[config.mk]
export PLATFORM = sky130hd
export DESIGN_NAME = mbx_irq_unit
export DESIGN_NICKNAME = d
export VERILOG_FILES = /design/src/rtl/mbx_irq_pkg.sv /design/src/rtl/mbx_port_decode.sv /design/src/rtl/mbx_irq_flag.sv /design/src/rtl/mbx_irq_unit.sv
export SDC_FILE = /design/constraint.sdc
export NUM_CORES = 1
export LEC_CHECK = 0
export BUFFER_PORTS_ARGS = -buffer_cell sky130_fd_sc_hd__buf_2
export CAP_MARGIN = 30
export CORE_AREA = 10 10 47 49
export CTS_CLUSTER_DIAMETER = 60
export DETAILED_ROUTE_END_ITERATION = 8
export DIE_AREA = 0 0 57 59
export HOLD_SLACK_MARGIN = 0.05
export PLACE_DENSITY = 0.52
export RECOVER_POWER = 25
export SYNTH_ARGS = -nofsm -noshare
export SYNTH_HDL_FRONTEND = slang
export SYNTH_SLANG_ARGS = --single-unit
[constraint.sdc]
create_clock -name clk -period 0.8 [get_ports clk]
set_input_delay 0.08 -clock clk [delete_from_list [all_inputs] [get_ports clk]]
set_output_delay 0.08 -clock clk [all_outputs]
set_load 0.02 [all_outputs]
[src/rtl/mbx_irq_pkg.sv]
package mbx_irq_pkg;
  localparam int unsigned N_PORTS = 2;
  localparam int unsigned LT = 0;
  localparam int unsigned RT = 1;

  typedef struct packed {
    logic sel;
    logic wr;
    logic rd_en;
  } port_ctl_t;
endpackage

[src/rtl/mbx_port_decode.sv]
module mbx_port_decode
  import mbx_irq_pkg::*;
#(
  parameter int unsigned ADDR_W = 12
) (
  input  logic [ADDR_W-1:0]  addr,
  input  port_ctl_t          ctl,
  output logic [N_PORTS-1:0] wr_hit,
  output logic [N_PORTS-1:0] rd_hit
);
  localparam logic [ADDR_W-1:0] TOP_ADDR = '1;

  for (genvar m = 0; m < N_PORTS; m++) begin : g_mbx
    localparam logic [ADDR_W-1:0] MBX_ADDR =
      (m == RT) ? TOP_ADDR : TOP_ADDR - ADDR_W'(1);
    logic match;
    assign match     = ctl.sel && (addr == MBX_ADDR);
    assign wr_hit[m] = match && ctl.wr;
    assign rd_hit[m] = match && !ctl.wr && ctl.rd_en;
  end
endmodule

[src/rtl/mbx_irq_flag.sv]
module mbx_irq_flag (
  input  logic clk,
  input  logic rst_n,
  input  logic set,
  input  logic clr,
  output logic flag
);
  always_ff @(posedge clk or negedge rst_n) begin
    if (!rst_n)   flag <= 1'b0;
    else if (set) flag <= 1'b1;
    else if (clr) flag <= 1'b0;
  end


  set_wins_chk: assert property (@(posedge clk) disable iff (!rst_n)
    set |=> flag);


  clear_takes_chk: assert property (@(posedge clk) disable iff (!rst_n)
    (clr && !set) |=> !flag);


  idle_hold_chk: assert property (@(posedge clk) disable iff (!rst_n)
    (!set && !clr) |=> $stable(flag));
endmodule

[src/rtl/mbx_irq_unit.sv]
module mbx_irq_unit
  import mbx_irq_pkg::*;
#(
  parameter int unsigned ADDR_W = 12
) (
  input  logic              clk,
  input  logic              rst_n,
  input  logic [ADDR_W-1:0] lt_addr,
  input  logic              lt_sel,
  input  logic              lt_wr,
  input  logic              lt_rd_en,
  input  logic [ADDR_W-1:0] rt_addr,
  input  logic              rt_sel,
  input  logic              rt_wr,
  input  logic              rt_rd_en,
  output logic              lt_irq_n,
  output logic              rt_irq_n
);
  localparam logic [ADDR_W-1:0] RT_MBX = '1;
  localparam logic [ADDR_W-1:0] LT_MBX = RT_MBX - ADDR_W'(1);

  logic [ADDR_W-1:0]  p_addr [N_PORTS];
  port_ctl_t          p_ctl  [N_PORTS];
  logic [N_PORTS-1:0] wr_hit [N_PORTS];
  logic [N_PORTS-1:0] rd_hit [N_PORTS];
  logic [N_PORTS-1:0] flag_q;

  assign p_addr[LT] = lt_addr;
  assign p_addr[RT] = rt_addr;
  assign p_ctl[LT]  = '{sel: lt_sel, wr: lt_wr, rd_en: lt_rd_en};
  assign p_ctl[RT]  = '{sel: rt_sel, wr: rt_wr, rd_en: rt_rd_en};

  for (genvar p = 0; p < N_PORTS; p++) begin : g_port
    mbx_port_decode #(.ADDR_W(ADDR_W)) dec_i (
      .addr   (p_addr[p]),
      .ctl    (p_ctl[p]),
      .wr_hit (wr_hit[p]),
      .rd_hit (rd_hit[p])
    );
  end

  // Flag m is set by the other port writing mailbox m and cleared by port m reading it.
  for (genvar m = 0; m < N_PORTS; m++) begin : g_flag
    localparam int unsigned OTHER = N_PORTS - 1 - m;
    mbx_irq_flag flag_i (
      .clk   (clk),
      .rst_n (rst_n),
      .set   (wr_hit[OTHER][m]),
      .clr   (rd_hit[m][m]),
      .flag  (flag_q[m])
    );
  end

  assign lt_irq_n = ~flag_q[LT];
  assign rt_irq_n = ~flag_q[RT];


  own_write_lt_chk: assert property (@(posedge clk) disable iff (!rst_n)
    (lt_irq_n && lt_sel && lt_wr && lt_addr == LT_MBX &&
     !(rt_sel && rt_wr && rt_addr == LT_MBX)) |=> lt_irq_n);


  own_write_rt_chk: assert property (@(posedge clk) disable iff (!rst_n)
    (rt_irq_n && rt_sel && rt_wr && rt_addr == RT_MBX &&
     !(lt_sel && lt_wr && lt_addr == RT_MBX)) |=> rt_irq_n);


  keep_lt_chk: assert property (@(posedge clk) disable iff (!rst_n)
    (!lt_irq_n && !(lt_sel && !lt_wr && lt_rd_en && lt_addr == LT_MBX))
      |=> !lt_irq_n);


  keep_rt_chk: assert property (@(posedge clk) disable iff (!rst_n)
    (!rt_irq_n && !(rt_sel && !rt_wr && rt_rd_en && rt_addr == RT_MBX))
      |=> !rt_irq_n);


  rt_set_chk: assert property (@(posedge clk) disable iff (!rst_n)
    (lt_sel && lt_wr && lt_addr == RT_MBX) |=> !rt_irq_n);


  lt_set_chk: assert property (@(posedge clk) disable iff (!rst_n)
    (rt_sel && rt_wr && rt_addr == LT_MBX) |=> !lt_irq_n);
endmodule

# Word level (Yosys, flattened, before mapping)
# Cells that the tools add are included.
# totals
register_bits	2
in_bits	32
out_inout_bits	2
word_cells	26
# classes
n_eq_ne	4
n_mux	4
bitwise_logic	2
reduce_logical	14
# ops
cell	n
== test 12 bit (second input constant)	4
logical AND 1 bit	10
2-to-1 mux 1 bit	4
nonzero test 2 bit	2
zero test 1 bit	2
inverter 1 bit	2

# Longest topological paths before layout
# depth
depth_word	6
depth_mapped	3

# Cells and area by module
# Synthesis repeated with hierarchy kept, for this count alone.
# unflattened
hier_cells	30
hier_area_um2	235.2
# modules_own_cells
module	n_inst	cells_per_inst	area_each_um2
mbx_port_decode	2	11	77.6
mbx_irq_flag	2	3	36.3
mbx_irq_unit	1	2	7.5

# Least setup slack after synthesis
# No wires, ideal clock.
# synth_path
path_kind	in2reg
startpoint	input port rt_addr[5]
endpoint	register g_flag[0].flag_i.flag
setup_time_ns	0.083
arrival_time_ns	0.739
required_ns	0.717
path_slack_ns	-0.022
path_stages	3
cell_sequence	nand4_1 or4_1 o21ai_0
# synth_between
elab_chain_len	4
elab_cells_between_ends	5
classes_between	eq/ne (1); mux (1); reduce/logical (3)
# synth_rtl
element	line_no	source
from (decl)	mbx_irq_unit.sv:12	input logic [ADDR_W-1:0] rt_addr,
== test 12 bit *	mbx_port_decode.sv:17	assign match = ctl.sel && (addr == MBX_ADDR);
logical AND 1 bit *	mbx_port_decode.sv:17	
logical AND 1 bit *	mbx_port_decode.sv:18	assign wr_hit[m] = match && ctl.wr;
2-to-1 mux 1 bit / nonzero test 2 bit (equally long branches)	n/a	
to (signal assigned)	mbx_irq_flag.sv:9	if (!rst_n) flag <= 1'b0;
to (signal assigned)	mbx_irq_flag.sv:10	else if (set) flag <= 1'b1;
to (signal assigned)	mbx_irq_flag.sv:11	else if (clr) flag <= 1'b0;
to (decl)	mbx_irq_flag.sv:6	output logic flag
# Every way passes the cells marked *; elsewhere a longest branch is shown, timed or not.
# A chain may end at the register's enable or synchronous reset.

# Worst setup path after layout
# layout_path
startpoint	register g_flag[0].flag_i.flag
endpoint	output port lt_irq_n
# layout_between
elab_chain_len	1
# layout_rtl
element	line_no	source
inverter 1 bit	mbx_irq_unit.sv:54	assign lt_irq_n = ~flag_q[LT];
to (decl)	mbx_irq_unit.sv:16	output logic lt_irq_n,
# Every way passes these cells.

==> metrics <==
status finished, violations left; failing checks setup timing; CTS Sinks 2; Reg-to-Reg Start g_flag[0].flag_i.flag; # setup viols final 2; IO buf count 33; CTS tree yes; Mapped Area 160 sq um; delay-heaviest family, CP flip-flops; Syn Inst Count 20; Final Skew 0 ns; worst slew pin tran 0.259 ns; most common cell in the netlist nand4_1; fmax 1200 MHz; final hold vios 0; max_cap viols 0; starting density of the core 0.114; CP max stage delay 0.36 ns; vias in the first global route 371; CP Launch Point g_flag[0].flag_i.flag; first drt pass iteration count 4; crit-path cells inv_2 > buf_6; Largest register FFs 2; r2r endpoint g_flag[0].flag_i.flag; post-synthesis cell type count 10; DRT Wirelength 907 um; die height 59 um; share of layout cells above drive strength 1 0.683; total CTS buffers 3; R2R Setup Slk 0.10 ns; via/cell ratio 4.33; Critical path buffers and inverters 2; Top Registers g_flag.flag_i.flag: 2 flops; WP data required 0.72 ns; crit end category primary output; PnR Total Power 420 uW; Final Instance Area 418 sq um; first-pass GRT wire length 1440 um; gpl congestion 0.651; largest net degree at the start of global routing 3; register area 50.0 sq um; Synth Flop Type dfrtp_1; Reg2Reg Depth 3; clock-pin slew on the worst setup and hold paths 0.03 ns; Antenna diodes 0; synth top area cells dfrtp_1, nand4_1, or4_1; mean post-synth cell area 8.01 sq um; final critical-path share of the clock period 1.04; Slowest-stage cell, CP dfrtp_1; core area 0.00140 sq mm; HP Class input port to asynchronous set/reset pin; Min Clock Period, post-route 0.834 ns; critical path depth 2; vias after detailed routing 329; 1st-iter DRT viols 5; CP Capture Point lt_irq_n; Residual DRC 0; H-tree depth 1; EDFF count, synth 0; die area 0.00336 sq mm; Seq/Total Area, Yosys 0.313; critical path class register to primary output; Lkg Pwr 0.000213 uW; CP Max Fanout 2; Worst Path Arrival 0.75 ns; #FFs+latches synth 2; Async SR Flop Fraction 1.00; Final Util 0.298; I/O pins 34; synth warn 0; Mapped Nets 52; Congestion Overflow GR 0; worst setup margin -0.0342 ns; startpoint type of the worst setup path register; Yosys top cell by area dfrtp_1; clk root buf clkbuf_4; total global-route track usage 0.0564; Cell Area, Placed 353 sq um; row cnt 14; Max clock buf depth 2; PwrDens 1010 mW/mm^2; Slew Viols, Final 0; RSZ-0062 raised after global routing true; Area Overhead vs Synth 161%; Clock Latency Late Sink 0.22 ns; area share of the largest cell type after synthesis 0.313; Avg WL per Cell 11.9 um; fill count 159; peak supply drop 238 uV; area of the multi-input gates 109 sq um; antenna violations before repair 0; Die Wd 57 um; register name with the most flops g_flag.flag_i.flag; Worst slew margin 0.826; antenna-violating nets left 0; nets 94
==> how the worst min path moves through the flow <==
stage | endpoint | slack (ns) | depth (start not counted)
detailed placement | g_flag[0].flag_i.flag | -0.13 | 1
floorplan | g_flag[0].flag_i.flag | -0.22 | 0
global placement | g_flag[1].flag_i.flag | -0.13 | 1
global route | g_flag[0].flag_i.flag | 0.18 | 2
finish | g_flag[0].flag_i.flag | 0.18 | 2
CTS | g_flag[0].flag_i.flag | 0.17 | 2
==> layout make-up <==
cell class,instances,area share
repair buffers,37,0.500
inverters,2,0.0180
flip-flops and latches,2,0.120
clock buffers,3,0.0539
well taps,16,0.0479
multi-input cells,16,0.260
==> logic make-up after synthesis <==
family | after synthesis | share of synthesized area
compound gates | 2 | 0.0625
buf+inv | 2 | 0.0469
flops | 2 | 0.313
simple gates | 14 | 0.578
==> where the power goes <==
group	total (uW)	internal, uW	switching, uW	leakage (uW)
clock	224	165	58.2	0.0000138
sequential	102	102	0.0919	0.0000175
combinational	94.2	65.0	29.2	0.000181
==> through the flow <==
stage	hold slack [ns]	std cells	setup WS (ns)	TNS [ns]
6_report	0.176	76	-0.0342	-0.0611
5_1_grt	0.183	76	-0.0842	-0.151
4_1_cts	0.171	76	-0.0377	-0.0747
3_5_place_dp	-0.132	70	-0.210	-0.377
3_3_place_gp	-0.133	70	-0.219	-0.369
2_1_floorplan	-0.216	20	-0.0221	-0.0301
==> routing by layer <==
metal / global-route usage / share of wire / vias up / wire, um
met3: 0.0365 / 0.15 / 2 / 140
met4: 0.0705 / 0.022 / 0 / 20
met5: 0 / 0 / - / 0
met1: 0.0493 / 0.38 / 136 / 341
met2: 0.0791 / 0.45 / 26 / 404
li1: - / - / 165 / -
==> cell usage in the layout, fill, tap and decap left out, drive strengths merged <==
| cell type | count |
|---|---|
| buf | 35 |
| clkbuf | 4 |
| dfrtp | 2 |
| dlygate4sd3 | 1 |
| inv | 2 |
| nand2 | 1 |
| nand3b | 1 |
| nand4 | 6 |
| nor4 | 2 |
| o21ai | 2 |
| or2b | 1 |
| or3b | 1 |
| or4 | 2 |
==> timing repair <==
item,in CTS,in global routing
buffers inserted,2,0
endpoints found under the setup margin,2,3
resized for setup,6,1
hold buffers,1,0
hold endpoints to repair,2,0
No activity file was read; power rests on OpenSTA's default activity.
